**src/rtl/serfr_pkg.sv**
```systemverilog
// Shared types and helpers for the embedded-clock frame serializer.
// Assumes frame widths below 64 positions.
package serfr_pkg;

    // Content class of the frame loaded at a boundary
    typedef enum logic [1:0] {
        FK_DATA  = 2'd0,
        FK_IDLE  = 2'd1,
        FK_TRAIN = 2'd2
    } frame_kind_t;

    // Vector with the n lowest bits set (training half-frame of ones)
    function automatic logic [63:0] low_ones(input int n);
        logic [63:0] v;
        v = '0;
        for (int i = 0; i < 64; i++) begin
            if (i < n) v[i] = 1'b1;
        end
        return v;
    endfunction

endpackage

```
**src/rtl/serfr_word_timer.sv**
```systemverilog
// Frame position counter. One position per bit_en pulse, wrapping at
// FRAME_W. Produces the boundary tick (last position being left), the
// mid-frame tick (first half being left) and the derived word clock.
// Assumes FRAME_W is even.
module serfr_word_timer #(
    parameter int FRAME_W = 12,
    parameter int SLOT_W  = $clog2(FRAME_W)
) (
    input  logic              clk,
    input  logic              rst_n,
    input  logic              pwr_on,
    input  logic              bit_en,
    output logic [SLOT_W-1:0] slot,
    output logic              boundary,
    output logic              mid_tick,
    output logic              word_clk
);
    localparam int HALF = FRAME_W / 2;
    localparam logic [SLOT_W-1:0] LAST_SLOT = SLOT_W'(FRAME_W - 1);
    localparam logic [SLOT_W-1:0] MID_SLOT  = SLOT_W'(HALF - 1);

    logic [SLOT_W-1:0] slot_q;

    // Advance the frame position on each enabled bit cycle
    always_ff @(posedge clk) begin
        if (!rst_n || !pwr_on) begin
            slot_q <= '0;
        end else if (bit_en) begin
            slot_q <= (slot_q == LAST_SLOT) ? '0 : slot_q + 1'b1;
        end
    end

    // Decode ticks and the word clock from the position
    always_comb begin
        slot     = slot_q;
        boundary = bit_en && (slot_q == LAST_SLOT);
        mid_tick = bit_en && (slot_q == MID_SLOT);
        word_clk = (slot_q < SLOT_W'(HALF));
    end

endmodule

```
**src/rtl/serfr_link_ctrl.sv**
```systemverilog
// Link sequencing: settling interval after reset or power-up, request
// qualification over consecutive boundaries, and the minimum training
// burst counter. Decides the kind of frame to load at each boundary.
// Assumes boundary pulses once per frame and sync_req is sampled only there.
module serfr_link_ctrl
    import serfr_pkg::*;
#(
    parameter int SETTLE_WORDS = 510,
    parameter int SYNC_HOLD    = 5,
    parameter int TRAIN_MIN    = 1024,
    parameter int SET_W        = $clog2(SETTLE_WORDS + 1),
    parameter int QUAL_W       = $clog2(SYNC_HOLD + 1),
    parameter int TRAIN_W      = $clog2(TRAIN_MIN + 1)
) (
    input  logic               clk,
    input  logic               rst_n,
    input  logic               pwr_on,
    input  logic               boundary,
    input  logic               sync_req,
    output logic               settled,
    output frame_kind_t        next_kind,
    output logic [SET_W-1:0]   settle_cnt,
    output logic [QUAL_W-1:0]  qual_cnt,
    output logic [TRAIN_W-1:0] train_left
);
    localparam logic [SET_W-1:0]   SETTLE_END = SET_W'(SETTLE_WORDS);
    localparam logic [QUAL_W-1:0]  QUAL_FULL  = QUAL_W'(SYNC_HOLD);
    localparam logic [QUAL_W-1:0]  QUAL_ARM   = QUAL_W'(SYNC_HOLD - 1);
    localparam logic [TRAIN_W-1:0] TRAIN_LOAD = TRAIN_W'(TRAIN_MIN);

    logic [SET_W-1:0]   settle_q;
    logic [QUAL_W-1:0]  qual_q;
    logic [TRAIN_W-1:0] train_q;
    logic               arm_now;
    logic               settled_w;

    assign settled_w = (settle_q == SETTLE_END);
    assign arm_now   = boundary && sync_req && (qual_q == QUAL_ARM);

    // Count words since reset or power-up until the settling interval ends
    always_ff @(posedge clk) begin
        if (!rst_n || !pwr_on) begin
            settle_q <= '0;
        end else if (boundary && !settled_w) begin
            settle_q <= settle_q + 1'b1;
        end
    end

    // Count consecutive boundaries with a request present, saturating
    always_ff @(posedge clk) begin
        if (!rst_n || !pwr_on || !settled_w) begin
            qual_q <= '0;
        end else if (boundary) begin
            if (!sync_req)              qual_q <= '0;
            else if (qual_q != QUAL_FULL) qual_q <= qual_q + 1'b1;
        end
    end

    // Re-arm the minimum burst on qualification, spend it per training frame
    always_ff @(posedge clk) begin
        if (!rst_n || !pwr_on || !settled_w) begin
            train_q <= '0;
        end else if (arm_now) begin
            train_q <= TRAIN_LOAD;
        end else if (boundary && (train_q != '0)) begin
            train_q <= train_q - 1'b1;
        end
    end

    // Choose the content of the frame loaded at the coming boundary
    always_comb begin
        if (!settled_w)                               next_kind = FK_DATA;
        else if ((qual_q == QUAL_FULL) || (train_q != '0)) next_kind = FK_TRAIN;
        else if (sync_req)                            next_kind = FK_IDLE;
        else                                          next_kind = FK_DATA;
    end

    assign settled    = settled_w;
    assign settle_cnt = settle_q;
    assign qual_cnt   = qual_q;
    assign train_left = train_q;

endmodule

```
**src/rtl/serfr_frame_shift.sv**
```systemverilog
// Frame builder and shifter. Captures the payload on the selected word
// clock edge, loads a framed word, idle word or training pattern at each
// boundary and shifts it out least significant position first.
// Assumes din is stable around the capture points.
module serfr_frame_shift
    import serfr_pkg::*;
#(
    parameter int DATA_W  = 10,
    parameter int FRAME_W = DATA_W + 2
) (
    input  logic              clk,
    input  logic              rst_n,
    input  logic              pwr_on,
    input  logic              bit_en,
    input  logic              boundary,
    input  logic              mid_tick,
    input  logic              edge_sel,
    input  logic [DATA_W-1:0] din,
    input  frame_kind_t       next_kind,
    output logic              ser_bit,
    output frame_kind_t       cur_kind
);
    localparam int HALF = FRAME_W / 2;
    localparam logic [FRAME_W-1:0] TRAIN_PAT = FRAME_W'(low_ones(HALF));

    logic [DATA_W-1:0]  hold_q;
    logic [DATA_W-1:0]  word;
    logic [FRAME_W-1:0] shreg_q;
    logic [FRAME_W-1:0] load_val;
    frame_kind_t        kind_q;

    // Falling-edge capture: take din as the word clock drops
    always_ff @(posedge clk) begin
        if (!rst_n || !pwr_on) begin
            hold_q <= '0;
        end else if (mid_tick && !edge_sel) begin
            hold_q <= din;
        end
    end

    // Pick the payload source and build the frame to load
    always_comb begin
        word = edge_sel ? din : hold_q;
        unique case (next_kind)
            FK_TRAIN: load_val = TRAIN_PAT;
            FK_IDLE:  load_val = {1'b0, {DATA_W{1'b0}}, 1'b1};
            default:  load_val = {1'b0, word, 1'b1};
        endcase
    end

    // Load at the boundary, otherwise shift one position per bit cycle
    always_ff @(posedge clk) begin
        if (!rst_n || !pwr_on) begin
            shreg_q <= '0;
            kind_q  <= FK_DATA;
        end else if (bit_en) begin
            if (boundary) begin
                shreg_q <= load_val;
                kind_q  <= next_kind;
            end else begin
                shreg_q <= {1'b0, shreg_q[FRAME_W-1:1]};
            end
        end
    end

    assign ser_bit  = shreg_q[0];
    assign cur_kind = kind_q;

endmodule

```
**src/rtl/serfr_tx.sv**
```systemverilog
// Embedded-clock frame serializer top. Combines the requests, gates the
// line with the settle state, out_en and pwr_on, and connects the timer,
// the sequencer and the frame shifter.
// Assumes a single clock; bit_en sets the serial rate.
module serfr_tx
    import serfr_pkg::*;
#(
    parameter int DATA_W       = 10,
    parameter int SETTLE_WORDS = 510,
    parameter int SYNC_HOLD    = 5,
    parameter int TRAIN_MIN    = 1024
) (
    input  logic              clk,
    input  logic              rst_n,
    input  logic              bit_en,
    input  logic [DATA_W-1:0] din,
    input  logic              edge_sel,
    input  logic              sync_a,
    input  logic              sync_b,
    input  logic              out_en,
    input  logic              pwr_on,
    output logic              ser_out,
    output logic              ser_oe,
    output logic              word_clk
);
    localparam int FRAME_W = DATA_W + 2;
    localparam int SLOT_W  = $clog2(FRAME_W);
    localparam int SET_W   = $clog2(SETTLE_WORDS + 1);
    localparam int QUAL_W  = $clog2(SYNC_HOLD + 1);
    localparam int TRAIN_W = $clog2(TRAIN_MIN + 1);

    logic [SLOT_W-1:0]  slot_w;
    logic               boundary_w;
    logic               mid_w;
    logic               sync_req;
    logic               settled_w;
    frame_kind_t        next_kind_w;
    frame_kind_t        cur_kind_w;
    logic [SET_W-1:0]   settle_cnt_w;
    logic [QUAL_W-1:0]  qual_cnt_w;
    logic [TRAIN_W-1:0] train_left_w;
    logic               ser_bit_w;

    assign sync_req = sync_a | sync_b;

    serfr_word_timer #(.FRAME_W(FRAME_W), .SLOT_W(SLOT_W)) u_timer (
        .clk      (clk),
        .rst_n    (rst_n),
        .pwr_on   (pwr_on),
        .bit_en   (bit_en),
        .slot     (slot_w),
        .boundary (boundary_w),
        .mid_tick (mid_w),
        .word_clk (word_clk)
    );

    serfr_link_ctrl #(
        .SETTLE_WORDS (SETTLE_WORDS),
        .SYNC_HOLD    (SYNC_HOLD),
        .TRAIN_MIN    (TRAIN_MIN),
        .SET_W        (SET_W),
        .QUAL_W       (QUAL_W),
        .TRAIN_W      (TRAIN_W)
    ) u_ctrl (
        .clk        (clk),
        .rst_n      (rst_n),
        .pwr_on     (pwr_on),
        .boundary   (boundary_w),
        .sync_req   (sync_req),
        .settled    (settled_w),
        .next_kind  (next_kind_w),
        .settle_cnt (settle_cnt_w),
        .qual_cnt   (qual_cnt_w),
        .train_left (train_left_w)
    );

    serfr_frame_shift #(.DATA_W(DATA_W), .FRAME_W(FRAME_W)) u_shift (
        .clk       (clk),
        .rst_n     (rst_n),
        .pwr_on    (pwr_on),
        .bit_en    (bit_en),
        .boundary  (boundary_w),
        .mid_tick  (mid_w),
        .edge_sel  (edge_sel),
        .din       (din),
        .next_kind (next_kind_w),
        .ser_bit   (ser_bit_w),
        .cur_kind  (cur_kind_w)
    );

    // Drive the line only when settled, enabled and powered
    always_comb begin
        ser_oe  = settled_w && out_en && pwr_on;
        ser_out = ser_oe && ser_bit_w;
    end

endmodule

```
**config.mk**
```make
export PLATFORM = sky130hd
export DESIGN_NAME = serfr_tx
export DESIGN_NICKNAME = d
export VERILOG_FILES = /design/src/rtl/serfr_pkg.sv /design/src/rtl/serfr_word_timer.sv /design/src/rtl/serfr_link_ctrl.sv /design/src/rtl/serfr_frame_shift.sv /design/src/rtl/serfr_tx.sv
export SDC_FILE = /design/constraint.sdc
export NUM_CORES = 1
export LEC_CHECK = 0
export ABC_AREA = 1
export BUFFER_PORTS_ARGS = -buffer_cell sky130_fd_sc_hd__buf_2
export CAP_MARGIN = 20
export CORE_MARGIN = 3
export CORE_UTILIZATION = 45
export DETAILED_ROUTE_END_ITERATION = 12
export PLACE_DENSITY = 0.65
export SYNTH_ARGS = -nofsm -noshare
export SYNTH_HDL_FRONTEND = slang
export SYNTH_SLANG_ARGS = --single-unit
```
**constraint.sdc**
```tcl
create_clock -name clk -period 2.2 [get_ports clk]
set_clock_uncertainty 0.15 [all_clocks]
set_input_delay 0.44 -clock clk [delete_from_list [all_inputs] [get_ports clk]]
set_output_delay 0.44 -clock clk [all_outputs]
set_load 0.05 [all_outputs]
```
# After elaboration in Yosys (flattened, before gate mapping)
# Cells that the tools add are included.
[op_classes] magnitude_cmp=1 n_bitwise=1 eq_ne=9 reduce_logical=21 muxes=11 n_addsub=4
[op_table] op="11-bit 2-to-1 mux" count=3
[op_table] op="11-bit one-hot mux with 2 select lines" count=1
[op_table] op="11-bit nonzero test" count=1
[op_table] op="11-bit by 1-bit subtractor with 11-bit output (second input constant)" count=1
[op_table] op="1-bit logical AND" count=10
[op_table] op="10-bit 2-to-1 mux" count=1
[op_table] op="9-bit by 1-bit adder with 9-bit output (second input constant)" count=1
[op_table] op="9-bit equality test (second input constant)" count=1
[op_table] op="3-bit equality test (second input constant)" count=2
[op_table] op="3-bit 2-to-1 mux" count=2
[op_table] op="4-bit by 1-bit adder with 4-bit output (second input constant)" count=1
[op_table] op="4-bit by 3-bit equality test with 1-bit output (second input constant)" count=1
[op_table] op="4-bit equality test (second input constant)" count=1
[op_table] op="1-bit zero test" count=4
[op_table] op="4-bit by 3-bit < comparator with 1-bit output (second input constant)" count=1
[op_table] op="2-bit 2-to-1 mux" count=2
[op_table] op="4-bit 2-to-1 mux" count=1
[op_table] op="3-bit by 1-bit adder with 3-bit output (second input constant)" count=1
[op_table] op="1-bit logical OR" count=3
[op_table] op="3-bit inequality test (second input constant)" count=1
[op_table] op="2-bit by 1-bit equality test with 1-bit output (second input constant)" count=1
[op_table] op="2-bit equality test (second input constant)" count=1
[op_table] op="2-bit inequality test (second input constant)" count=1
[op_table] op="2-bit AND reduction" count=1
[op_table] op="other kinds (4)" count=4
[totals] ff_bits=49 in_bits=18 out_inout_bits=3

# Depth between registers and ports, before layout
[depth] ltp_word=7 mapped_depth=17 depth_no_buf=16

# Cells and area by module
# Synthesis repeated with hierarchy kept, for this count alone.
[unflattened] hier_cells=391 area_unflattened_um2=2752.6
[modules_own_cells] module="serfr_link_ctrl" instances=1 cells_per_inst=198 area_per_inst_um2=1396.3 seq_area_each_um2=460.4
[modules_own_cells] module="serfr_frame_shift" instances=1 cells_per_inst=155 area_per_inst_um2=1107.3 seq_area_each_um2=460.4
[modules_own_cells] module="serfr_word_timer" instances=1 cells_per_inst=33 area_per_inst_um2=226.5 seq_area_each_um2=80.1
[modules_own_cells] module="serfr_tx" instances=1 cells_per_inst=5 area_per_inst_um2=22.5 seq_area_each_um2=0.0

# Worst setup path after synthesis
# No wires, ideal clock.
[synth_path] path_type="register -> output" startpoint="register u_ctrl.settle_q[0], in the netlist u_ctrl.settle_cnt[0]" endpoint="output port ser_out" arrival_time_ns=1.913 stages_incl_launch_ff=7 n_path_buf=0 required_ns=1.610 path_slack_ns=-0.303 path_cell_list="dfxtp_1 inv_1 ha_1 nand2_1 nor2_1 nand2_1 nor3b_1"
[synth_between] elab_chain_len=4
[synth_rtl] element="start: declaration" line_no="serfr_link_ctrl.sv:31" text="logic [SET_W-1:0] settle_q;"
[synth_rtl] element="start signal: assignment" line_no="serfr_link_ctrl.sv:45" text="settle_q <= settle_q + 1'b1;"
[synth_rtl] element="9-bit equality test" line_no="serfr_link_ctrl.sv:37" text="assign settled_w = (settle_q == SETTLE_END);"
[synth_rtl] element="1-bit logical AND (2 in a row)" line_no="serfr_tx.sv:93" text="ser_oe = settled_w && out_en && pwr_on;"
[synth_rtl] element="1-bit logical AND" line_no="serfr_tx.sv:94" text="ser_out = ser_oe && ser_bit_w;"
[synth_rtl] element="end: declaration" line_no="serfr_tx.sv:22" text="output logic ser_out,"
# Every way passes these cells.

# Final worst setup path
# Ends and elaborated chain as after synthesis.

==> results <==
- The flow ran to the end, and the final reports show no timing, DRC or antenna violations.
- TritonCTS created 5 clock buffers.
- The clock net sink count is 48.
- The maximum vdd ir drop is about 0.00031 V.
- Using the TritonRoute via totals, the vias-per-cell ratio works out to 4.91.
- For the worst-skew pair, the clock arrives at the later sink with an insertion delay of between 300 and 400 ps.
- The startpoint type of the worst setup path is a register.
- The largest net degree at the start of global routing is 21.
- No sink is reached through more buffers than the 2 on the longest clock path.
- The overall die area is around 0.0066 mm².
- The count of placed standard cells in the final layout, fillers left out is between 400 and 500.
- The final HPWL from detailed placement is 4070 µm.
- The number of max-slew violations in the final report is 0.
- The number of global-route vias before repair was ~2,100.
- In the synthesized netlist the dominant register cell turns out to be dfxtp_1.
- The largest fanout on the critical path is 3.
- The final number of hold-violating endpoints is 0.
- The number of nets still failing antenna checks after routing is 0.
- The share of synthesized area in the top cell type comes to 37.6%.
- The post-route cell area is 0.00298 mm².
- STA classifies the critical path endpoint as an output pin.
- After detailed routing, the number of remaining DRC violations is 0.
- The number of antenna violations at the first check in global routing came to 0.
- The placement row count is 26.
- In this run the vertical extent of the chip is 81.4 µm.
- For this block, the via count after detailed routing is roughly 2,400.
- The setup slack of the critical path after layout is 65.7 ps.
- Routability-driven placement finished with a final weighted congestion of 0.809.
- The required time reported for the critical path endpoint is 1610 ps.
- The headroom to the max-slew limit is 76.2%.
- Compared with the post-synthesis result, the final layout area differs by 16.6%.
- The detailed router finished its first iteration with between 100 and 150 violations.
- The number of diodes added for antenna fixing is 0.
- The sequential cell area fraction in the yosys report is 37.6%.
- The synthesized design contains 48 register bits.
- The synthesized design spends more area on one cell type than any other, namely dfxtp_1.
- The width of the die is 81.4 µm.
- The pre-CTS setup slack is 13.5 ps.
- During synthesis, Yosys emitted a total of 0 warnings.
- The initial standard-cell utilization of the core is 48.2%.
- The worst setup path category is reg -> out.
- Yosys mapped a number of flops with a built-in enable equal to 0.
- Power comes to 1.62 mW.
- The core footprint is between 0.005 and 0.006 mm².
- Cells with a size suffix above 1 make up 17.0% of the layout.
- The pre-antenna-repair detailed-routing pass consisted of 4 iterations.
- The TritonCTS clock tree is yes.
- Subtracting the final worst setup slack from the clock period gives between 2000 and 2500 ps.
- The class of the most critical hold timing path is in -> reg.
- The cell leakage power is roughly 1.2 nW.
- After detailed placement, the total cell area comes to between 0.002 and 0.003 mm².
- After synthesis, the share of flip-flops with an asynchronous set or reset is 0%.
- The filler cell count in the final layout is roughly 500.
- Synthesis handed over a netlist of 377 instances.
- For the final routed database, the setup TNS stands at 0 ps.
- Synthesis produced a netlist with a net count of 405.
- The number of primary I/O pins is 21.
- The total of endpoints with negative setup slack in the final report is 0.
- For the worst setup path, the data arrival time is 1540 ps.
- The highest achievable clock rate is 469 MHz.
- The transition at the pin with the smallest max-transition slack is 354 ps.
- The average instance area after synthesis is approximately 6.8 µm².
- Setup repair after global routing could not meet its margin everywhere.
- The global router's overall resource usage is between 10% and 20%.
- The power per cell area is 543 mW/mm².
- The placed instance count is 471.
- The clock tree synthesis step divided the H-tree into 2 levels.
- By count the netlist is led by nand2_1, nor2_1, dfxtp_1.
- Clock-pin slew was measured on the worst setup and hold paths at 100 ps.
- The total overflow reported by the global router is 0.
- The total wirelength of the detailed-routed design is 5470 µm.
- The tree is rooted in a clkbuf_8.
- The first global-routing pass estimated 9380 µm of wire.
- The worst hold-check slack is 239 ps.
- The area used by multi-input combinational logic is 0.00136 mm².
- The routed wire length per instance is roughly 11 µm.
- The max-cap check violation count is 0.
- The footprint of the flip-flops and latches is 965 µm².
- The number of distinct standard cells referenced by the synthesized netlist is 27.
- The net count of the finished layout is 439.
- The most frequently used cell type in the post-synthesis netlist is nand2_1.
- Of the available clock period, the critical path in the final layout requires 97.0%.
- By area the synthesized netlist is led by dfxtp_1, nand2_1, nor2_1.
- In this run the cell area of the synthesized design comes to 0.00255 mm².
- The utilization after layout is around 56%.
- The count of input and output buffers is 20.
[layer usage]
metal	global-route usage (%)	routed length, µm
met1	23.9	2630
met2	28.7	2490
met3	4.10	244
met4	7.43	96
met5	0	0
[power by group]
| group | switching, mW | leakage (nW) | internal [mW] |
|---|---|---|---|
| combinational | 0.0484 | 0.769 | 0.0305 |
| sequential | 0.00350 | 0.389 | 0.873 |
| clock | 0.319 | 0.0548 | 0.343 |
| total | 0.371 | 1.21 | 1.25 |
[what timing repair did]
action / CTS / global route
endpoints found under the setup margin: 1 / 12
setup buffers: 0 / 3
pin swaps: 2 / 4
resized for setup: 4 / 13
hold buffers: 0 / 0
cloned: 0 / 0
[flip-flops by register name, indices dropped and copies added, names as in the netlist]
| name | cells |
|---|---|
| u_ctrl.settle_cnt | 9 |
| u_ctrl.qual_cnt | 3 |
| u_ctrl.train_left | 11 |
| u_timer.slot | 4 |
| u_shift.shreg_q | 11 |
| u_shift.hold_q | 10 |
[cell type report]
type	count	share of cell area [%]
Clock buffer	5	2.31
Clock inverter	3	1.55
Inverter	53	6.68
Multi-Input combinational cell	265	45.7
Sequential cell	48	32.4
Tap cell	70	2.94
Timing Repair Buffer	38	8.45
[critical path, stage by stage (launching register included)]
cell     delay, ps
dfxtp_2        340
inv_2           50
ha_1           140
nand2_1         50
nor2_1          90
nand2_1         90
buf_6          130
nor3b_2        170
buf_6          180
[final timing paths]
kind	startpoint	endpoint	slack, ps	cells after the start
setup / recovery	u_ctrl.settle_cnt[0]	ser_out	70	8
hold / removal	din[9]	u_shift.hold_q[9]	240	3
setup reg to reg	u_ctrl.settle_cnt[0]	u_shift.shreg_q[3]	130	13
hold reg to reg	u_shift.hold_q[4]	u_shift.hold_q[4]	320	2
[logic make-up (layout without fill, tap and decap cells)]
logic type,count (synthesis),in the layout,share of synthesized area (%)
AO/OA/AOI/OAI,80,80,16.5
XOR/XNOR,8,8,2.74
adder cells (fa/ha/maj),10,10,4.90
buffers and inverters,64,99,10.0
flip-flops,48,48,37.6
AND/OR/NAND/NOR,167,167,28.3
[cells in the final DEF, fill, tap and decap left out, drive strengths merged, types with 2 or more instances in the layout]
master / instances
nand2: 74
nor2: 62
inv: 53
dfxtp: 48
a21oi: 42
buf: 37
o21ai: 31
nand3: 19
ha: 10
nor3: 7
xor2: 6
o211ai: 6
clkbuf: 6
nand4: 3
xnor2: 2
nor3b: 2
(Power assumes the default switching activity.)
